===== src/rtl/bwx_pkg.sv =====
package bwx_pkg;
    parameter int ADDR_W     = 32;
    parameter int NWIN       = 4;
    parameter int BEAT_BYTES = 4;
    parameter int SIZE_MIN   = 4;
    parameter int SIZE_W     = 5;

    localparam int IDX_W  = (NWIN > 1) ? $clog2(NWIN) : 1;
    localparam int CTRL_W = SIZE_W + 4;

    typedef logic [ADDR_W-1:0] addr_t;

    typedef enum logic [1:0] {
        SEL_BASE = 2'd0,
        SEL_CTRL = 2'd1,
        SEL_MAP  = 2'd2,
        SEL_NONE = 2'd3
    } reg_sel_e;

    typedef struct packed {
        logic [SIZE_W-1:0] size;
        logic              en;
        logic              swap;
        logic              pref;
        logic              io;
    } win_ctrl_t;

    typedef struct packed {
        logic             hit;
        logic [IDX_W-1:0] win;
        addr_t            local_addr;
        logic             io;
        logic             pref;
        logic             swap;
        logic             last;
    } xlate_res_t;

    function automatic addr_t win_mask(input logic [SIZE_W-1:0] sz);
        int unsigned s;
        s = (int'(sz) < SIZE_MIN) ? SIZE_MIN : int'(sz);
        if (s >= ADDR_W)
            win_mask = '1;
        else
            win_mask = (addr_t'(1) << s) - addr_t'(1);
    endfunction
endpackage


===== src/rtl/bwx_regs.sv =====
module bwx_regs
    import bwx_pkg::*;
(
    input  logic                 clk,
    input  logic                 rst,
    input  logic                 cfg_we,
    input  logic [IDX_W-1:0]     cfg_win,
    input  logic [1:0]           cfg_sel,
    input  logic [ADDR_W-1:0]    cfg_wdata,
    output logic [ADDR_W-1:0]    cfg_rdata,
    output addr_t                base_q [NWIN],
    output win_ctrl_t            ctrl_q [NWIN],
    output addr_t                map_q  [NWIN]
);
    reg_sel_e sel;
    assign sel = reg_sel_e'(cfg_sel);

    for (genvar g = 0; g < NWIN; g++) begin : g_win
        logic hit_me;
        assign hit_me = cfg_we && (int'(cfg_win) == g);

        always_ff @(posedge clk) begin
            if (rst) begin
                base_q[g] <= '0;
                ctrl_q[g] <= '0;
                map_q[g]  <= '0;
            end else if (hit_me) begin
                case (sel)
                    SEL_BASE: base_q[g] <= cfg_wdata;
                    SEL_CTRL: ctrl_q[g] <= win_ctrl_t'(cfg_wdata[CTRL_W-1:0]);
                    SEL_MAP:  map_q[g]  <= cfg_wdata;
                    default:  ;
                endcase
            end
        end
    end

    addr_t     rd_base;
    win_ctrl_t rd_ctrl;
    addr_t     rd_map;
    addr_t     rd_mask;
    addr_t     rd_type;

    always_comb begin
        rd_base = '0;
        rd_ctrl = '0;
        rd_map  = '0;
        for (int i = 0; i < NWIN; i++) begin
            if (int'(cfg_win) == i) begin
                rd_base = base_q[i];
                rd_ctrl = ctrl_q[i];
                rd_map  = map_q[i];
            end
        end
        rd_mask = win_mask(rd_ctrl.size);
        rd_type = '0;
        rd_type[0] = rd_ctrl.io;
        rd_type[3] = rd_ctrl.pref && !rd_ctrl.io;
        case (sel)
            SEL_BASE: cfg_rdata = (rd_base & ~rd_mask) | rd_type;
            SEL_CTRL: cfg_rdata = ADDR_W'(rd_ctrl);
            SEL_MAP:  cfg_rdata = rd_map;
            default:  cfg_rdata = '0;
        endcase
    end
endmodule


===== src/rtl/bwx_match.sv =====
module bwx_match
    import bwx_pkg::*;
(
    input  addr_t             addr,
    input  addr_t             base,
    input  logic              en,
    input  logic [SIZE_W-1:0] size,
    output logic              hit,
    output addr_t             offset,
    output logic              last
);
    localparam addr_t BEAT_LOW = addr_t'(BEAT_BYTES - 1);

    addr_t mask;
    assign mask   = win_mask(size);
    assign hit    = en && ((addr & ~mask) == (base & ~mask));
    assign offset = addr & mask;
    assign last   = hit && ((offset | BEAT_LOW) == mask);
endmodule


===== src/rtl/bwx_pick.sv =====
module bwx_pick
    import bwx_pkg::*;
(
    input  logic [NWIN-1:0] hit,
    input  addr_t           offset [NWIN],
    input  logic [NWIN-1:0] last,
    input  addr_t           map    [NWIN],
    input  logic [NWIN-1:0] io,
    input  logic [NWIN-1:0] pref,
    input  logic [NWIN-1:0] swap,
    output xlate_res_t      res
);
    always_comb begin
        res = '0;
        for (int i = NWIN - 1; i >= 0; i--) begin
            if (hit[i]) begin
                res.hit        = 1'b1;
                res.win        = IDX_W'(i);
                res.local_addr = map[i] + offset[i];
                res.io         = io[i];
                res.pref       = pref[i] && !io[i];
                res.swap       = swap[i];
                res.last       = last[i];
            end
        end
    end
endmodule


===== src/rtl/bus_window_xlate.sv =====
module bus_window_xlate
    import bwx_pkg::*;
(
    input  logic                 clk,
    input  logic                 rst,
    input  logic                 cfg_we,
    input  logic [IDX_W-1:0]     cfg_win,
    input  logic [1:0]           cfg_sel,
    input  logic [ADDR_W-1:0]    cfg_wdata,
    output logic [ADDR_W-1:0]    cfg_rdata,
    input  logic                 lookup_valid,
    input  logic [ADDR_W-1:0]    lookup_addr,
    output logic                 res_valid,
    output logic                 res_hit,
    output logic [IDX_W-1:0]     res_win,
    output logic [ADDR_W-1:0]    res_local,
    output logic                 res_io,
    output logic                 res_prefetch,
    output logic                 res_swap,
    output logic                 res_last
);
    addr_t     base_q [NWIN];
    win_ctrl_t ctrl_q [NWIN];
    addr_t     map_q  [NWIN];

    bwx_regs u_regs (
        .clk       (clk),
        .rst       (rst),
        .cfg_we    (cfg_we),
        .cfg_win   (cfg_win),
        .cfg_sel   (cfg_sel),
        .cfg_wdata (cfg_wdata),
        .cfg_rdata (cfg_rdata),
        .base_q    (base_q),
        .ctrl_q    (ctrl_q),
        .map_q     (map_q)
    );

    logic [NWIN-1:0] w_hit;
    logic [NWIN-1:0] w_last;
    logic [NWIN-1:0] w_io;
    logic [NWIN-1:0] w_pref;
    logic [NWIN-1:0] w_swap;
    addr_t           w_off [NWIN];

    for (genvar g = 0; g < NWIN; g++) begin : g_cmp
        assign w_io[g]   = ctrl_q[g].io;
        assign w_pref[g] = ctrl_q[g].pref;
        assign w_swap[g] = ctrl_q[g].swap;

        bwx_match u_match (
            .addr   (lookup_addr),
            .base   (base_q[g]),
            .en     (ctrl_q[g].en),
            .size   (ctrl_q[g].size),
            .hit    (w_hit[g]),
            .offset (w_off[g]),
            .last   (w_last[g])
        );
    end

    xlate_res_t pick_res;

    bwx_pick u_pick (
        .hit    (w_hit),
        .offset (w_off),
        .last   (w_last),
        .map    (map_q),
        .io     (w_io),
        .pref   (w_pref),
        .swap   (w_swap),
        .res    (pick_res)
    );

    xlate_res_t res_q;
    logic       valid_q;

    always_ff @(posedge clk) begin
        if (rst) begin
            valid_q <= 1'b0;
            res_q   <= '0;
        end else begin
            valid_q <= lookup_valid;
            res_q   <= lookup_valid ? pick_res : '0;
        end
    end

    assign res_valid    = valid_q;
    assign res_hit      = res_q.hit;
    assign res_win      = res_q.win;
    assign res_local    = res_q.local_addr;
    assign res_io       = res_q.io;
    assign res_prefetch = res_q.pref;
    assign res_swap     = res_q.swap;
    assign res_last     = res_q.last;
endmodule


===== config.mk =====
export PLATFORM = sky130hd
export DESIGN_NAME = bus_window_xlate
export DESIGN_NICKNAME = d
export VERILOG_FILES = /design/src/rtl/bwx_pkg.sv /design/src/rtl/bwx_regs.sv /design/src/rtl/bwx_match.sv /design/src/rtl/bwx_pick.sv /design/src/rtl/bus_window_xlate.sv
export SDC_FILE = /design/constraint.sdc
export NUM_CORES = 2
export LEC_CHECK = 0
export ABC_AREA = 0
export BUFFER_PORTS_ARGS = -buffer_cell sky130_fd_sc_hd__buf_2
export CELL_PAD_IN_SITES_DETAIL_PLACEMENT = 1
export CELL_PAD_IN_SITES_GLOBAL_PLACEMENT = 1
export CORE_MARGIN = 2
export CORE_UTILIZATION = 42
export CTS_BUF_LIST = sky130_fd_sc_hd__clkbuf_8 sky130_fd_sc_hd__clkbuf_16
export CTS_CLUSTER_SIZE = 40
export DETAILED_ROUTE_END_ITERATION = 16
export PLACE_DENSITY = 0.74
export RECOVER_POWER = 100
export REMOVE_ABC_BUFFERS = 1
export SYNTH_ARGS = -nofsm -noshare
export SYNTH_HDL_FRONTEND = slang
export SYNTH_SLANG_ARGS = --single-unit

===== constraint.sdc =====
create_clock -name clk -period 3.7 [get_ports clk]
set_clock_uncertainty 0.2 [all_clocks]
set_input_delay 0.37 -clock clk [delete_from_list [all_inputs] [get_ports clk]]
set_output_delay 0.37 -clock clk [all_outputs]
set_load 0.02 [all_outputs]

==> results of run 1 <==
repair_timing:
action / CTS
gates cloned: 3
pin swaps: 134
resized for setup: 441
endpoints found under the setup margin: 46
buffers inserted: 67
hold buffers: 26
endpoints found under the hold margin: 184
metal layers:
metal	GRT usage	GRT overflow
met1	0.806	9
met2	0.949	102
met3	0.679	13
met4	0.790	71
met5	0.537	0
synth_stat cells (all sizes together) (14+ instances only):
library cell    n  area share
nand4          23      0.0056
mux2i          46       0.018
o22ai          17      0.0041
nor3           54       0.011
nand3          39      0.0076
a31oi          21      0.0051
a21o           51       0.015
a221oi         24      0.0082
o21ai         180       0.035
and2           44       0.011
dfxtp         324        0.25
nor2b          38      0.0093
o2111ai        14      0.0048
or2            19      0.0046
and3           27      0.0066
clkbuf        211       0.032
nand2b         30      0.0073
buf            78       0.015
nand2         713        0.10
o21a           25      0.0073
xor2          111       0.038
inv            68      0.0099
o31ai          14      0.0041
or3            22      0.0054
o211ai         25      0.0073
a211oi         25      0.0073
a21oi         443       0.086
ha            133       0.065
nor2          276       0.040
mux4           66       0.058
xnor2         114       0.039
metrics by stage:
stage | std cells | hold WS [ps] | utilization
3_5_place_dp | 4874 | 266 | 0.529
2_1_floorplan | 3219 | 239 | -
4_1_cts | 5045 | 0.00278 | 0.597
3_3_place_gp | 4874 | 260 | 0.529
kinds of logic after synthesis:
logic type	after synthesis	synth area share
mux	116	0.0775
other cells	1	0.000146
compound gates	998	0.241
flops	324	0.253
fa+ha+maj	137	0.0679
simple gates	1332	0.227
buf+inv	358	0.0575
xor+xnor	225	0.0767
==> implementation parameters, run 1 <==
Parameter                              Value

Clock network
  TritonCTS buffer count ... 42
  Total clock sinks ... 324
  Clock Root Buffer ... sky130_fd_sc_hd__clkbuf_16
  H-tree depth reported by CTS ... 2
  Number of buffers between clock root and the deepest sink ... 3

Placement
  Final weighted congestion of routability-driven global placement ... 1.18
  Count of input and output buffers ... 143
  DP Area ... 0.0319 mm^2
  Worst slack at placement ... -1000 ps
  Half-perimeter wire length after detailed placement ... 129000 um

Floorplanning
  Number of rows created at floorplan ... 90
  Die X ... 251 um
  Boundary pin count ... 144
  Die extent in y ... 251 um
  Initial Util ... 0.426

Synth
  Warnings, synthesis ... 0
  Primary FF master, synth ... sky130_fd_sc_hd__dfxtp_1
  Summed instance area of the synthesized netlist ... 0.0257 mm^2
  Count of flip-flops with a built-in enable after synthesis ... 0
  Avg Synthesized Cell Area ... 7.36 um^2
  Number of synthesized register bits ... 324
  Number of instances in the synthesized netlist ... 3491
  Async SR Flop Fraction ... 0
  Sequential element share of the synthesized area ... 0.253
  Number of distinct standard cells referenced by the synthesized netlist ... 88

Outcome
  Result of the run ... aborted with a tool error
  Error message ... [ERROR GRT-0232] Routing congestion too high. Check the congestion heatmap in the GUI.
  Last step reached ... global routing (5_1_grt)

STA
  Endpoint with the least setup slack after the last repair ... res_local[31]$_SDFF_PP0_/D
  Type of pin the worst path ends at ... register input

Global route
  Total GRT Usage ... 0.809
  Total overflow reported by the global router ... 195
  Number of antenna violations at the first check in global routing ... 59
  Largest net degree at the start of global routing ... 137
==> run 2, diff against run 1 <==
- CELL_PAD_IN_SITES_DETAIL_PLACEMENT: 1 -> unset
- CELL_PAD_IN_SITES_GLOBAL_PLACEMENT: 1 -> unset
- CORE_UTILIZATION: 42 -> 30
- CTS_BUF_LIST: sky130_fd_sc_hd__clkbuf_8 sky130_fd_sc_hd__clkbuf_16 -> unset
- CTS_CLUSTER_SIZE: 40 -> unset
- PLACE_DENSITY: 0.74 -> unset
- PLACE_DENSITY_LB_ADDON: unset -> 0.15
- clock period: 3.7 -> 4.8 ns (I/O delays scaled with it)
==> run 2 against run 1 <==
  * The flow now finishes, with violations (max-capacitance violations, max-slew violations, negative setup slack)
  * Synthesized cell count unchanged
  * Synthesized area unchanged
==> implementation parameters, run 2 <==
Parameter                              Value

STA
  Fmax achieved ... 207 MHz
  Final Hold Fails ... 0
  Total negative slack ... -20.8 ps
  Actual transition at the worst max-transition pin ... 2920 ps
  Share of the clock period used by the worst path after layout ... 1.00
  Worst setup margin ... -20.8 ps
  Post-route minimum period ... 4820 ps
  Max_slew headroom ... -0.948
  Final setup viols ... 1
  Pins over their slew limit ... 237
  Setup repair after global routing missed its margin ... false

Synth
  Fraction of synthesized cell area taken by the top area cell type ... 0.253
  Number of synthesized register bits ... 324
  Summed instance area of the synthesized netlist ... 0.0257 mm^2
  Number of instances in the synthesized netlist ... 3491
  Number of distinct standard cells referenced by the synthesized netlist ... 88
  Async SR Flop Fraction ... 0
  Sequential element share of the synthesized area ... 0.253
  Count of flip-flops with a built-in enable after synthesis ... 0
  Synth area leaders ... sky130_fd_sc_hd__dfxtp_1 25%, sky130_fd_sc_hd__nand2_1 10%, sky130_fd_sc_hd__a21oi_1 8.6%, sky130_fd_sc_hd__ha_1 6.5%, sky130_fd_sc_hd__mux4_2 5.8%
  Cell with the most instances after synthesis ... sky130_fd_sc_hd__nand2_1
  Cell taking the most area after synthesis ... sky130_fd_sc_hd__dfxtp_1
  Primary FF master, synth ... sky130_fd_sc_hd__dfxtp_1
  Warnings, synthesis ... 0
  Avg Synthesized Cell Area ... 7.36 um^2
  Most instantiated cells after synthesis ... 713 x sky130_fd_sc_hd__nand2_1, 443 x sky130_fd_sc_hd__a21oi_1, 324 x sky130_fd_sc_hd__dfxtp_1

Global route
  Wire length of the first global-routing pass ... 206000 um
  Number of antenna violations at the first check in global routing ... 4
  Total GRT Usage ... 0.332
  Vias in the first global route ... 26600
  Largest net degree at the start of global routing ... 169
  Total overflow reported by the global router ... 0

Placement
  Worst slack at placement ... -140 ps
  Count of input and output buffers ... 143
  Half-perimeter wire length after detailed placement ... 117000 um
  Final weighted congestion of routability-driven global placement ... 1.08

Cells and area
  Share of post-route cells with drive strength above 1 ... 0.139
  Top library cells by usage in the layout, fill and taps aside ... 713 x sky130_fd_sc_hd__nand2_1, 443 x sky130_fd_sc_hd__a21oi_1, 322 x sky130_fd_sc_hd__dfxtp_1
  Most common cell after layout, fill and taps aside ... sky130_fd_sc_hd__nand2_1
  Fill count ... 9189
  Number of nets at the end of the flow ... 3880
  FF/Latch Area ... 0.00649 mm^2
  Largest register FFs ... 128
  Largest registers ... u_regs.map_q (128), u_regs.base_q (120), u_regs.ctrl_q (36)
  Area occupied by multi-input gates ... 0.0178 mm^2
  Biggest register ... u_regs.map_q
  Core utilization of the finished layout ... 0.355
  Layout overhead on the synthesized area ... 17.4%

Floorplanning
  Core Region ... 0.0850 mm^2
  Initial Util ... 0.302
  Area enclosed by the die boundary ... 0.0880 mm^2
  Number of rows created at floorplan ... 107
  Die extent in y ... 297 um
  Boundary pin count ... 144
  Die X ... 297 um

Setup path
  Slowest-stage cell, CP ... sky130_fd_sc_hd__dfxtp_1
  Register-to-Register Path Depth ... 15
  Crit path from ... u_regs.ctrl_q[22]$_SDFFE_PP0P_
  Worst path cell trace ... and2_1 > a21oi_1 > o22ai_1 > and2_1 > ha_1 > or3_1 > o211ai_1 > a31oi_1 > o311a_1 > o21a_1 > o21a_1 > o41a_1 > nor4b_1 > nor3_1 > o32ai_1
  Kind of critical path ... reg2reg
  Kind of end point of the critical path ... register
  Buf+Inv Stages, Crit Path ... 0
  Kind of start point of the critical path ... register
  Arrival time at the worst endpoint ... 5110 ps
  R2R Path Start ... u_regs.ctrl_q[22]$_SDFFE_PP0P_
  Top Family by Delay on Critical Path ... compound AO/OA/AOI/OAI gates
  Peak per-stage delay on the critical path ... 460 ps
  Critical path fanouts, max ... 10
  Register-to-Register Setup Slack ... -20 ps
  End of the worst register-to-register path ... res_local[30]$_SDFF_PP0_
  Worst EP required ... 5090 ps

Route
  Total Routed Length ... 149000 um
  Detailed Routing Iterations Pass 1 ... 5
  DRC errors left ... 0
  Remaining antenna violation count after routing ... 0
  Vias per Instance ... 5.86
  Mean routed wirelength per cell ... 30.8 um
  Via total after detailed routing ... 28400
  Violation count after the first detailed-route iteration ... 3556

Power
  Total power of the final layout ... 7.12 mW
  Max IR drop VDD ... 0.000222 V
  Total power divided by cell area ... 236 mW/mm^2
  Static leakage power ... 11.8 nW

Clock network
  Total clock sinks ... 324
  Hold buffer count at CTS ... 0
  Number of buffers between clock root and the deepest sink ... 3
  Clock Root Buffer ... sky130_fd_sc_hd__clkbuf_16
  H-tree depth reported by CTS ... 2
  TritonCTS buffer count ... 44
  Clock-pin transition on the worst setup and hold timing paths ... 60 ps
  Later-pin clock latency in the skew report ... 590 ps
  Setup fix buffers added after clock tree synthesis ... 0
  CTS tree ... done

Flow run
  Max_cap viols ... 5

Hold path
  Hold-critical path endpoint ... u_regs.base_q[30]$_SDFFE_PP0P_
  Beginning of the worst hold path ... cfg_wdata[30]
  Worst hold path stage count ... 3
  Type of the tightest min-delay check ... in2reg

Outcome
  Result of the run ... finished, violations left
  Violated checks ... max-capacitance violations, max-slew violations, negative setup slack
-- run 2: worst min-delay path: cells and delay by family --
kind | cells | cell delay (ps)
compound gates | 1 | 50
simple gates | 1 | 70
buf+inv | 1 | 160
-- run 2: layout make-up --
| cell class | instances | share of cell area |
|---|---|---|
| inverter | 69 | 0.00859 |
| clock inverter | 19 | 0.00639 |
| multi-input combinational | 2826 | 0.591 |
| timing repair buffer | 406 | 0.0878 |
| antenna | 4 | 0.000332 |
| tap | 1144 | 0.0475 |
| clock buffer | 60 | 0.0432 |
| sequential | 324 | 0.215 |
-- run 2: worst max-delay path by stage --
stage	cells after the start	slack [ps]	endpoint
3_3_place_gp	18	-160	res_local[28]$_SDFF_PP0_
2_1_floorplan	10	570	res_last$_SDFF_PP0_
6_report	15	-20	res_local[30]$_SDFF_PP0_
4_1_cts	18	20	res_local[28]$_SDFF_PP0_
3_5_place_dp	18	-140	res_local[28]$_SDFF_PP0_
5_1_grt	18	8	res_local[28]$_SDFF_PP0_
-- run 2: cell families (layout without fill, tap and decap cells) --
kind of cell             Yosys count  count (layout)  synth area share
XOR/XNOR                         225             225            0.0767
other                              1              22          0.000146
AO/OA/AOI/OAI                    998             998             0.241
buffers and inverters            358             554            0.0575
adder cells (fa/ha/maj)          137             137            0.0679
AND/OR/NAND/NOR                 1332            1332             0.227
multiplexers                     116             116            0.0775
flip-flops                       324             324             0.253
-- run 2: repair_timing --
action	in CTS	in global routing
gates cloned	0	0
endpoints found under the hold margin	0	0
setup endpoints to repair	3	4
resized for setup	2	6
-- run 2: routing by layer --
layer | track usage | share of wire
met1 | 0.463 | 0.44
met2 | 0.502 | 0.42
met3 | 0.0493 | 0.085
met4 | 0.153 | 0.054
met5 | 0 | 0
-- run 2: power by group --
group	internal (mW)	switching, mW
logic	0.252	0.659
clock network	2.06	1.39
registers	2.72	0.0381
total	5.03	2.09
-- run 2: per-stage QoR --
step | cell area (um^2) | instances | hold slack (ps)
after floorplan | 24500 | 3219 | 244
after global placement | 28800 | 4769 | 266
after detailed placement | 28800 | 4769 | 268
after CTS | 30300 | 4848 | 11.4
after global routing | 30100 | 4848 | 40.3
final | 30200 | 4852 | 35.1
No activity file was read; power rests on OpenSTA's default activity.
